[config.mk]
export PLATFORM = sky130hd
export DESIGN_NAME = mesi_line_ctrl
export DESIGN_NICKNAME = d
export VERILOG_FILES = /design/src/rtl/mesi_pkg.sv /design/src/rtl/mesi_tag_array.sv /design/src/rtl/mesi_next_state.sv /design/src/rtl/mesi_line_ctrl.sv
export SDC_FILE = /design/constraint.sdc
export NUM_CORES = 1
export LEC_CHECK = 0
export BUFFER_PORTS_ARGS = -buffer_cell sky130_fd_sc_hd__buf_2
export CAP_MARGIN = 20
export CELL_PAD_IN_SITES_DETAIL_PLACEMENT = 1
export CELL_PAD_IN_SITES_GLOBAL_PLACEMENT = 1
export CORE_MARGIN = 8
export CORE_UTILIZATION = 25
export DETAILED_ROUTE_END_ITERATION = 16
export HOLD_SLACK_MARGIN = 0.03
export PLACE_DENSITY = 0.49
export SKIP_CTS_REPAIR_TIMING = 1
export SLEW_MARGIN = 20
export SYNTH_ARGS = -nofsm -noshare
export SYNTH_HDL_FRONTEND = slang
export SYNTH_SLANG_ARGS = --single-unit
export TNS_END_PERCENT = 1
[constraint.sdc]
create_clock -name clk -period 4.35 [get_ports clk]
set_clock_uncertainty 0.05 [all_clocks]
set_input_delay 0.2175 -clock clk [delete_from_list [all_inputs] [get_ports clk]]
set_output_delay 0.2175 -clock clk [all_outputs]
set_load 0.005 [all_outputs]
[src/rtl/mesi_pkg.sv]
package mesi_pkg;
  typedef enum logic [1:0] {ST_I = 2'd0, ST_S = 2'd1, ST_E = 2'd2, ST_M = 2'd3} mesi_t;
  localparam logic [1:0] LOC_RD = 2'd0;
  localparam logic [1:0] LOC_WR = 2'd1;
  localparam logic [1:0] LOC_EV = 2'd2;
  localparam logic [1:0] BUS_RD = 2'd0;
  localparam logic [1:0] BUS_WR = 2'd1;
  localparam logic [1:0] BUS_UP = 2'd2;
endpackage

[src/rtl/mesi_tag_array.sv]
module mesi_tag_array
  import mesi_pkg::*;
#(
  parameter int INDEX_W = 3,
  parameter int TAG_W   = 13
) (
  input  logic               clk,
  input  logic               rst_n,
  input  logic [INDEX_W-1:0] a_idx,
  output mesi_t              a_state,
  output logic [TAG_W-1:0]   a_tag,
  input  logic [INDEX_W-1:0] b_idx,
  output mesi_t              b_state,
  output logic [TAG_W-1:0]   b_tag,
  input  logic               we,
  input  logic [INDEX_W-1:0] w_idx,
  input  mesi_t              w_state,
  input  logic               w_tag_en,
  input  logic [TAG_W-1:0]   w_tag
);
  localparam int LINES = 1 << INDEX_W;

  mesi_t            state_q [LINES];
  logic [TAG_W-1:0] tag_q   [LINES];

  always_ff @(posedge clk) begin
    if (!rst_n) begin
      for (int i = 0; i < LINES; i++) begin
        state_q[i] <= ST_I;
        tag_q[i]   <= '0;
      end
    end else if (we) begin
      state_q[w_idx] <= w_state;
      if (w_tag_en) tag_q[w_idx] <= w_tag;
    end
  end

  assign a_state = state_q[a_idx];
  assign a_tag   = tag_q[a_idx];
  assign b_state = state_q[b_idx];
  assign b_tag   = tag_q[b_idx];
endmodule

[src/rtl/mesi_next_state.sv]
module mesi_next_state
  import mesi_pkg::*;
(
  input  logic       act,
  input  logic       is_snoop,
  input  logic [1:0] op,
  input  mesi_t      cur,
  input  logic       sharer,
  output mesi_t      nxt,
  output logic       cmd_v,
  output logic [1:0] cmd,
  output logic       rsp_sh,
  output logic       rsp_dt,
  output logic       wb,
  output logic       bad
);
  always_comb begin
    nxt = cur; cmd_v = 1'b0; cmd = 2'd0;
    rsp_sh = 1'b0; rsp_dt = 1'b0; wb = 1'b0; bad = 1'b0;
    if (act && !is_snoop) begin
      unique case (cur)
        ST_I: begin
          if (op == LOC_RD) begin
            cmd_v = 1'b1; cmd = BUS_RD; nxt = sharer ? ST_S : ST_E;
          end else if (op == LOC_WR) begin
            cmd_v = 1'b1; cmd = BUS_WR; nxt = ST_M;
          end
        end
        ST_S: begin
          if (op == LOC_WR) begin
            cmd_v = 1'b1; cmd = BUS_UP; nxt = ST_M;
          end else if (op == LOC_EV) nxt = ST_I;
        end
        ST_E: begin
          if (op == LOC_WR) nxt = ST_M;
          else if (op == LOC_EV) nxt = ST_I;
        end
        ST_M: begin
          if (op == LOC_EV) begin
            wb = 1'b1; nxt = ST_I;
          end
        end
        default: ;
      endcase
    end else if (act && is_snoop) begin
      unique case (cur)
        ST_I: ;
        ST_S: begin
          if (op == BUS_RD) rsp_sh = 1'b1;
          else if (op == BUS_WR || op == BUS_UP) nxt = ST_I;
        end
        ST_E: begin
          if (op == BUS_RD) begin rsp_sh = 1'b1; nxt = ST_S; end
          else if (op == BUS_WR) nxt = ST_I;
          else if (op == BUS_UP) bad = 1'b1;
        end
        ST_M: begin
          if (op == BUS_RD) begin rsp_dt = 1'b1; wb = 1'b1; nxt = ST_S; end
          else if (op == BUS_WR) begin rsp_dt = 1'b1; wb = 1'b1; nxt = ST_I; end
          else if (op == BUS_UP) bad = 1'b1;
        end
        default: ;
      endcase
    end
  end
endmodule

[src/rtl/mesi_line_ctrl.sv]
module mesi_line_ctrl
  import mesi_pkg::*;
#(
  parameter int ADDR_W  = 16,
  parameter int INDEX_W = 3
) (
  input  logic              clk,
  input  logic              rst_n,
  input  logic              loc_valid,
  output logic              loc_ready,
  input  logic [1:0]        loc_op,
  input  logic [ADDR_W-1:0] loc_addr,
  input  logic              sharer_in,
  input  logic              snp_valid,
  input  logic [1:0]        snp_op,
  input  logic [ADDR_W-1:0] snp_addr,
  output logic              bus_cmd_valid,
  output logic [1:0]        bus_cmd,
  output logic [ADDR_W-1:0] bus_addr,
  output logic              snp_shared,
  output logic              snp_dirty,
  output logic              wb_req,
  output logic [ADDR_W-1:0] wb_addr,
  output logic              err
);
  localparam int TAG_W = ADDR_W - INDEX_W;

  logic [INDEX_W-1:0] idx_l, idx_s;
  logic [TAG_W-1:0]   tag_l, tag_s, stag_l, stag_s;
  mesi_t              st_l, st_s, eff_l, eff_s, cur, nxt;
  logic               hit_l, hit_s, fire_l, fire_s, act, victim, we;
  logic               cmd_v, rsp_sh, rsp_dt, wb, bad;
  logic [1:0]         cmd, op;

  assign idx_l = loc_addr[INDEX_W-1:0];
  assign tag_l = loc_addr[ADDR_W-1:INDEX_W];
  assign idx_s = snp_addr[INDEX_W-1:0];
  assign tag_s = snp_addr[ADDR_W-1:INDEX_W];

  mesi_tag_array #(.INDEX_W(INDEX_W), .TAG_W(TAG_W)) u_tags (
    .clk(clk), .rst_n(rst_n),
    .a_idx(idx_l), .a_state(st_l), .a_tag(stag_l),
    .b_idx(idx_s), .b_state(st_s), .b_tag(stag_s),
    .we(we), .w_idx(fire_s ? idx_s : idx_l), .w_state(nxt),
    .w_tag_en(!fire_s), .w_tag(tag_l)
  );

  assign hit_l  = (st_l != ST_I) && (stag_l == tag_l);
  assign hit_s  = (st_s != ST_I) && (stag_s == tag_s);
  assign eff_l  = hit_l ? st_l : ST_I;
  assign eff_s  = hit_s ? st_s : ST_I;
  assign fire_s = snp_valid;
  assign loc_ready = !snp_valid;
  assign fire_l = loc_valid && loc_ready;
  assign act    = fire_s || fire_l;
  assign cur    = fire_s ? eff_s : eff_l;
  assign op     = fire_s ? snp_op : loc_op;

  mesi_next_state u_ns (
    .act(act), .is_snoop(fire_s), .op(op), .cur(cur), .sharer(sharer_in),
    .nxt(nxt), .cmd_v(cmd_v), .cmd(cmd), .rsp_sh(rsp_sh), .rsp_dt(rsp_dt),
    .wb(wb), .bad(bad)
  );

  always_comb begin
    victim = 1'b0;
    we     = 1'b0;
    if (fire_s) begin
      we = hit_s;
    end else if (fire_l) begin
      if (loc_op == LOC_RD || loc_op == LOC_WR) begin
        we     = 1'b1;
        victim = !hit_l && (st_l == ST_M);
      end else if (loc_op == LOC_EV) begin
        we = hit_l;
      end
    end
  end

  always_ff @(posedge clk) begin
    if (!rst_n) begin
      bus_cmd_valid <= 1'b0;
      bus_cmd       <= '0;
      bus_addr      <= '0;
      snp_shared    <= 1'b0;
      snp_dirty     <= 1'b0;
      wb_req        <= 1'b0;
      wb_addr       <= '0;
      err           <= 1'b0;
    end else begin
      bus_cmd_valid <= cmd_v;
      bus_cmd       <= cmd_v ? cmd : 2'd0;
      bus_addr      <= cmd_v ? loc_addr : '0;
      snp_shared    <= rsp_sh;
      snp_dirty     <= rsp_dt;
      wb_req        <= wb || victim;
      if (victim)  wb_addr <= {stag_l, idx_l};
      else if (wb) wb_addr <= fire_s ? snp_addr : loc_addr;
      else         wb_addr <= '0;
      err           <= bad;
    end
  end
endmodule

==> results.yml, run 1 <==
logic_synthesis:
  synthTopCellsByCount: "120 x edfxtp_1, 115 x and2_1, 59 x mux2i_1"
  synthSimpleGateAreaFrac_pct: 18.1
  ys_warn_count: 0
  synth_top_family_by_area: "simple AND/OR/NAND/NOR gates"
  synth_nets: 801
  ys_ff_latch: 159
  synth-seq-area-share_pct: 48.0
  synth-edff-count: 120
  synth-async-reset-ratio_pct: 0
  synth.area.mux_share_pct: 18.0
  netlist_area_um2: 9130
  synth_cell_types: 75
  synth_top_area_share_pct: 39.5
  yosysTopAreaCell: "edfxtp_1"
  yosys.area_share.adder_pct: 0.822
  avgSynthCellArea_um2: 12.1
  syn_inst: 754
  synth_area_leaders: "edfxtp_1 39%, dfxtp_1 8.5%, and2_1 7.9%"
  yosysMostFrequentCell: "edfxtp_1"
  ys.flop_type: "edfxtp_1"
  synth_xor_area_share_pct: 1.53
  synth_compound_area_share_pct: 9.51
clock_tree:
  clockRootBuffer: "clkbuf_16"
  path_clk_slew_ns: 0.07
  numCtsBuffers: 17
  cts.path.max_buffers: 2
  cts_sinks: 159
  clk_latency_ns: 0.44
  tritoncts: "done"
  h-tree-depth: 4
floorplan:
  die_w_um: 207
  num_io_pins: 81
  num_rows: 70
  die_area_um2: 42900
  core-area_um2: 36300
  initial_utilization_pct: 25.2
  dieHeight_um: 207
power:
  p_leak_nw: 4.23
  p_comb_share_pct: 15.5
  power.internal_mw: 2.70
  power_frac_clock_pct: 38.6
  p_sw_share_pct: 28.9
  power_density_nw_per_um2: 342
  total_power_mw: 3.79
  seqPwrFrac_pct: 45.9
  ir_worst_vdd_v: 0.000269
  p_switching_mw: 1.10
route:
  first_pass_iters: 6
  drc: 0
  first_iter_violations: 384
  via_per_inst: 4.86
  vias: 6614
  routed_wl_um: 32800
  ant_nets: 0
  wl_per_cell_um: 24.1
critical_path:
  path_class: "register to register"
  required_ns: 4.48
  cpMostUsedCell: "or3_1"
  cp_max_fo: 8
  cp-start-kind: "register"
  end_kind: "register"
  crit_path_max_incr_delay_ns: 0.47
  cp_slowest_cell: "mux4_2"
  crit_chain: "mux4_2, mux2i_1, xor2_1, nand4_1, or3_1, nor3_1, or2_2, inv_1, ha_1, or3_1, a31oi_1, o32a_1, buf_4, a21oi_1"
  cp_data_arrival_time_ns: 3.99
placement:
  gp_congestion: 0.792
  placed_area_um2: 10500
  hpwl_um: 25000
  io_buffers: 80
global_route:
  antenna_found_initial: 1
  grt_overflow_total: 0
  grt_max_degree: 25
  grt_pass1_vias: 7091
  grt.total_usage_pct: 15.3
  grt_pass1_wl_um: 48900
sta:
  fmax_mhz: 259
  finalCritPeriodShare_pct: 88.7
  tightest_slew_ns: 1.00
  rsz0062_at_grt: "false"
  slew_viol_final: 0
  setup_viol: 0
  hold_viol_final: 0
  period_minus_slack_ns: 3.86
  final.setup.tns_ns: 0
  slew_headroom_pct: 32.7
outcome:
  status: "completed"
layout:
  final_area_um2: 11100
  n_antenna_cell: 0
  nNetsFinal: 928
  final_layout_size_suffix_gt1_share_pct: 30.3
  area_delta_synth_final_pct: 21.3
worst_hold_path:
  hold_class: "input pin to register"
job:
  maxCapViolCount: 0
[flip-flops by register name, summed over array words and instances (netlist names)]
signal / cells
err: 1
snp_shared: 1
snp_dirty: 1
u_tags.state_q: 16
bus_cmd_valid: 1
u_tags.tag_q: 104
wb_req: 1
bus_addr: 16
bus_cmd: 2
wb_addr: 16
[per-layer routing]
layer,global-route usage [%],routed length (µm)
met1,20.3,15200
met2,25.4,15700
met3,3.16,1490
met4,3.62,435
met5,0,0
[power by group through the flow]
stage                     sequential (mW)  clock [mW]  combinational [mW]
after global placement               1.77           0               0.596
final                                1.74        1.46               0.589
after detailed placement             1.77           0               0.598
after global routing                 1.75        1.56               0.637
after CTS                            1.74        1.50               0.600
after floorplan                      1.75           0               0.355
[final timing paths]
| kind | depth (start not counted) | startpoint | to | slack (ns) |
|---|---|---|---|---|
| max | 14 | u_tags.tag_q[1][12]$_SDFFCE_PN0P_ | u_tags.state_q[7][0]$_SDFFCE_PN0P_ | 0.49 |
| min | 2 | loc_addr[5] | bus_addr[5]$_SDFF_PN0_ | 0.09 |
| max reg2reg | 14 | u_tags.tag_q[1][12]$_SDFFCE_PN0P_ | u_tags.state_q[7][0]$_SDFFCE_PN0P_ | 0.49 |
| min reg2reg | 4 | u_tags.tag_q[1][7]$_SDFFCE_PN0P_ | wb_addr[10]$_SDFF_PN0_ | 0.81 |
[critical path, delay by kind of cell (launching register included)]
| kind | cells | cell delay, ns |
|---|---|---|
| fa+ha+maj | 1 | 0.19 |
| xor+xnor | 1 | 0.35 |
| mux | 2 | 0.67 |
| simple gates | 5 | 1.27 |
| buf+inv | 2 | 0.21 |
| compound gates | 3 | 0.43 |
| flops | 1 | 0.41 |
[final cells by class]
type | count | area, µm²
Clock buffer | 17 | 425
Sequential cell | 159 | 4380
Timing Repair Buffer | 164 | 1130
Multi-Input combinational cell | 528 | 4380
Clock inverter | 15 | 130
Tap cell | 468 | 586
Inverter | 11 | 41.3
Fill cell | 4042 | 25200
[per-stage QoR]
stage          hold WS (ns)  worst slack (ns)  std cells  util (%)
2_1_floorplan         0.366             0.446        754         -
3_3_place_gp          0.545             0.144       1330      29.0
3_5_place_dp          0.548             0.179       1330      29.0
4_1_cts              0.0736             0.471       1362      30.6
5_1_grt              0.0873             0.236       1362      30.6
6_report             0.0873             0.490       1362      30.6
[layout by cell type (no fill, tap or decap), types with 4 or more instances in the layout]
master,instances
o21ai_1,9
clkbuf_16,17
ha_1,6
nor2b_1,16
nand2_1,32
and2_1,115
nor2_1,31
nand2b_1,9
nor3_1,22
mux4_2,29
o21a_1,6
a22o_1,5
dfxtp_1,39
xor2_1,14
nor4_1,4
mux2_2,15
buf_2,80
nand3b_1,4
a22oi_1,12
o22ai_1,5
inv_1,11
o21ai_0,10
nor3b_1,6
nand3_1,4
or2_2,8
mux4_1,8
or3_1,5
buf_4,76
edfxtp_1,120
buf_12,8
clkinv_4,5
a21boi_0,4
a21oi_1,19
a211oi_1,16
mux2i_1,59
[kinds of logic after synthesis]
logic type / Yosys count
buffers and inverters: 67
xor gates and xnor gates: 16
DFF: 159
muxes: 112
AOI/OAI and AO/OA: 112
and+or+nand+nor: 282
adders and majority gates: 6
(Power assumes the default switching activity.)
==> inputs of run 2 (changes only) <==
- PLACE_DENSITY: 0.49 -> default
- PLACE_DENSITY_LB_ADDON: default -> 0.1
==> results.yml, run 2 (synthesis results as in run 1) <==
outcome:
  status: "completed"
critical_path:
  rr_startpoint: "u_tags.tag_q[1][4]$_SDFFCE_PN0P_"
  cp-startpoint: "u_tags.tag_q[1][4]$_SDFFCE_PN0P_"
  path_class: "register to register"
  cp-start-kind: "register"
  end_kind: "register"
  cp_max_fo: 8
  required_ns: 4.48
  cp_data_arrival_time_ns: 4.33
sta:
  setup_viol: 0
  rsz0062_at_grt: "false"
  hold_viol_final: 0
  fmax_mhz: 239
  period_minus_slack_ns: 4.19
  final.setup.tns_ns: 0
  finalCritPeriodShare_pct: 96.4
  tightest_slew_ns: 1.05
  slew_viol_final: 0
  slew_headroom_pct: 29.3
layout:
  fin_util_pct: 30.6
  final_common_cell: "edfxtp_1"
  largest_reg_flops: 104
  final_area_um2: 11100
  final_layout_size_suffix_gt1_share_pct: 30.1
  nNetsFinal: 923
  nFillCells: 4002
  final_cell_mix: "120 x edfxtp_1, 115 x and2_1, 80 x buf_2, 72 x buf_4, 59 x mux2i_1"
  regMostFlops: "u_tags.tag_q"
  area_delta_synth_final_pct: 21.7
global_route:
  grt_overflow_total: 0
  grt_pass1_vias: 7405
  grt_max_degree: 26
  grt_pass1_wl_um: 51800
  grt.total_usage_pct: 16.5
  antenna_found_initial: 1
worst_hold_path:
  hold_class: "input pin to register"
  hold_start: "loc_addr[7]"
floorplan:
  num_rows: 70
  dieHeight_um: 207
  die_w_um: 207
  core-area_um2: 36300
  initial_utilization_pct: 25.2
  num_io_pins: 81
  die_area_um2: 42900
route:
  ant_nets: 0
  vias: 6712
  via_per_inst: 4.94
  wl_per_cell_um: 26.0
  first_iter_violations: 463
  drc: 0
  routed_wl_um: 35300
  first_pass_iters: 4
power:
  p_leak_nw: 4.24
  power_density_nw_per_um2: 358
  ir_worst_vdd_v: 0.000271
placement:
  gp_congestion: 0.807
  io_buffers: 80
  placed_area_um2: 10500
  hpwl_um: 27000
clock_tree:
  tritoncts: "done"
  path_clk_slew_ns: 0.08
  numCtsBuffers: 17
  clk_latency_ns: 0.45
  clockRootBuffer: "clkbuf_16"
  cts.path.max_buffers: 2
  cts_sinks: 159
  h-tree-depth: 4
job:
  maxCapViolCount: 0
[run 2: per-stage QoR]
stage	setup slack [ns]	power, mW	std cells	hold slack [ns]
detailed placement	-0.224	2.38	1325	0.542
CTS	0.0853	4.03	1357	0.0491
global placement	-0.117	2.38	1325	0.527
global route	0.0157	4.13	1357	0.0712
floorplan	0.446	2.11	754	0.366
finish	0.158	3.98	1358	0.0609
[run 2: critical path: stages, from the launching register on]
cell and delay, ns:
edfxtp_1 0.43, mux4_2 0.47, mux2i_1 0.20, xor2_1 0.42, nand4_1 0.18, or3_1 0.41
nor3_1 0.24, or2_2 0.18, inv_1 0.05, ha_1 0.21, or3_1 0.40, a31oi_1 0.23
o32a_2 0.31, a21oi_1 0.11
[run 2: layout make-up]
cell class / count / area, µm² / area share (%)
Antenna cell: 1 / 2.50 / 0.0225
Multi-Input combinational cell: 528 / 4390 / 39.5
Clock inverter: 13 / 180 / 1.62
Timing Repair Buffer: 159 / 1080 / 9.73
Sequential cell: 159 / 4380 / 39.5
Tap cell: 468 / 586 / 5.27
Inverter: 11 / 41.3 / 0.372
Clock buffer: 19 / 443 / 3.99
[run 2: worst paths after layout]
kind / end / slack [ns] / depth (start not counted)
max: u_tags.state_q[7][0]$_SDFFCE_PN0P_ / 0.16 / 13
min: bus_addr[7]$_SDFF_PN0_ / 0.06 / 2
max reg2reg: u_tags.state_q[7][0]$_SDFFCE_PN0P_ / 0.16 / 13
min reg2reg: wb_addr[10]$_SDFF_PN0_ / 0.84 / 4
[run 2: per-layer routing]
layer  vias up  part of all wire (%)  GRT usage (%)  routed length, µm
li1       3051                     -              -                  -
met1      3453                    45           21.3              15900
met2       165                    48           27.3              17100
met3        43                   4.2           3.25               1480
met4         0                   2.5           5.27                869
met5         -                     0              0                  0
[run 2: report_power, final]
group | internal (mW) | total, mW | switching [mW]
Combinational | 0.248 | 0.605 | 0.357
Clock | 0.934 | 1.63 | 0.696
Sequential | 1.70 | 1.74 | 0.0435
==> inputs of run 3 (changes only) <==
- PLACE_DENSITY: default -> 0.45
- PLACE_DENSITY_LB_ADDON: 0.1 -> default
==> results.yml, run 3 (synthesis results as in run 1) <==
critical_path:
  cp_data_arrival_time_ns: 4.19
  r2r_setup_slack_ns: 0.29
  required_ns: 4.47
  cp-start-kind: "register"
  end_kind: "register"
  reg2reg_to: "u_tags.state_q[0][0]$_SDFFCE_PN0P_"
  path_class: "register to register"
  cp_max_fo: 8
  rr_startpoint: "u_tags.tag_q[3][12]$_SDFFCE_PN0P_"
  reg2reg_depth: 15
global_route:
  grt.busiest_layer: "met2"
  use_met2_pct: 27.1
  grt_max_degree: 28
  grt.total_usage_pct: 16.0
  grt.met1_usage_pct: 20.6
  grt_overflow_total: 0
  grtUsageMet3_pct: 3.06
  grt_pass1_vias: 7149
  grt_pass1_wl_um: 50300
  antenna_found_initial: 1
layout:
  layout.cells.non_filler: 1369
  regMostFlops: "u_tags.tag_q"
  largest_reg_flops: 104
  nNetsFinal: 934
  multi_input_area_um2: 4380
  regArea_um2: 4380
  area_delta_synth_final_pct: 22.9
  final_common_cell: "edfxtp_1"
  nFillCells: 4013
  fin_util_pct: 30.9
  final_cell_mix: "120 x edfxtp_1, 115 x and2_1, 81 x buf_4, 80 x buf_2, 59 x mux2i_1"
  final_layout_size_suffix_gt1_share_pct: 30.8
sta:
  slew_headroom_pct: 30.1
  tightest_slew_ns: 1.04
  fmax_mhz: 246
  rsz0062_at_grt: "false"
  setup_viol: 0
  period_minus_slack_ns: 4.06
  final.setup.tns_ns: 0
  finalCritPeriodShare_pct: 93.4
  hold_viol_final: 0
  slew_viol_final: 0
  whs_ns: 0.0845
clock_tree:
  h-tree-depth: 4
  cts.path.max_buffers: 2
  tritoncts: "done"
  path_clk_slew_ns: 0.07
  cts_sinks: 159
  clk_latency_ns: 0.45
  clockRootBuffer: "clkbuf_16"
  numCtsBuffers: 17
placement:
  io_buffers: 80
  dp.cells: 1336
  hpwl_um: 26000
  gp_congestion: 0.801
route:
  first_iter_violations: 349
  first_pass_iters: 4
  wl_per_cell_um: 25.1
  via_per_inst: 4.82
  routed_wl_um: 34300
  ant_nets: 0
  vias: 6593
  drc: 0
floorplan:
  die_area_um2: 42900
  die_w_um: 207
  num_io_pins: 81
  core-area_um2: 36300
  initial_utilization_pct: 25.2
  dieHeight_um: 207
  num_rows: 70
worst_hold_path:
  hold_start: "loc_addr[7]"
  holdPathEnd: "bus_addr[7]$_SDFF_PN0_"
  hold_class: "input pin to register"
  whs_path_depth: 2
job:
  maxCapViolCount: 0
power:
  power_density_nw_per_um2: 358
  ir_worst_vdd_v: 0.000272
  p_leak_nw: 4.31
outcome:
  status: "completed"
## run 3: where the power goes
| part | switching [mW] | leakage (nW) | internal [mW] |
|---|---|---|---|
| Sequential | 0.0405 | 1.46 | 1.70 |
| Clock | 0.692 | 0.310 | 0.975 |
| Combinational | 0.351 | 2.55 | 0.256 |
## run 3: cell type report
cell class,count,area share [%]
flip-flops and latches,159,39.1
inverters,11,0.368
well taps,468,5.22
clock inverters,14,1.82
clock buffers,18,3.83
multi-input cells,528,39.1
repair buffers,170,10.6
diodes,1,0.0223
## run 3: worst max path at each step
| stage | from | endpoint | slack [ns] | cells past startpoint |
|---|---|---|---|---|
| 6_report | u_tags.tag_q[3][12]$_SDFFCE_PN0P_ | u_tags.state_q[0][0]$_SDFFCE_PN0P_ | 0.29 | 15 |
| 5_1_grt | u_tags.tag_q[5][8]$_SDFFCE_PN0P_ | u_tags.state_q[0][0]$_SDFFCE_PN0P_ | 0.01 | 15 |
| 4_1_cts | u_tags.tag_q[5][8]$_SDFFCE_PN0P_ | u_tags.state_q[0][0]$_SDFFCE_PN0P_ | 0.22 | 15 |
| 3_5_place_dp | loc_addr[0] | u_tags.state_q[0][0]$_SDFFCE_PN0P_ | -0.01 | 16 |
| 3_3_place_gp | loc_addr[0] | u_tags.state_q[6][0]$_SDFFCE_PN0P_ | 0.04 | 16 |
| 2_1_floorplan | loc_addr[1] | u_tags.tag_q[1][0]$_SDFFCE_PN0P_ | 0.45 | 12 |
## run 3: stage by stage
step	power [mW]	setup slack [ns]	cell area [µm²]
after floorplan	2.11	0.446	9130
after global placement	2.39	0.0354	10600
after detailed placement	2.39	-0.0133	10600
after CTS	4.06	0.222	11200
after global routing	4.16	0.0127	11200
final	4.01	0.287	11200
## run 3: critical path, stage by stage (launching register included)
cell      delay, ns
edfxtp_1       0.43
mux4_2         0.46
mux2i_1        0.19
xor2_1         0.28
buf_4          0.18
nand4_1        0.10
or3_1          0.41
nor3_1         0.20
or2_2          0.16
inv_1          0.04
ha_1           0.19
or3_1          0.40
a31oi_1        0.22
o32a_1         0.27
buf_12         0.15
a21oi_1        0.07
## run 3: routing by layer
metal | vias to the layer above | routed length, µm | share of wire [%]
met4 | 0 | 556 | 1.6
met1 | 3382 | 15700 | 46
met5 | - | 0 | 0
met2 | 118 | 16900 | 49
met3 | 26 | 1060 | 3.1
li1 | 3067 | - | -
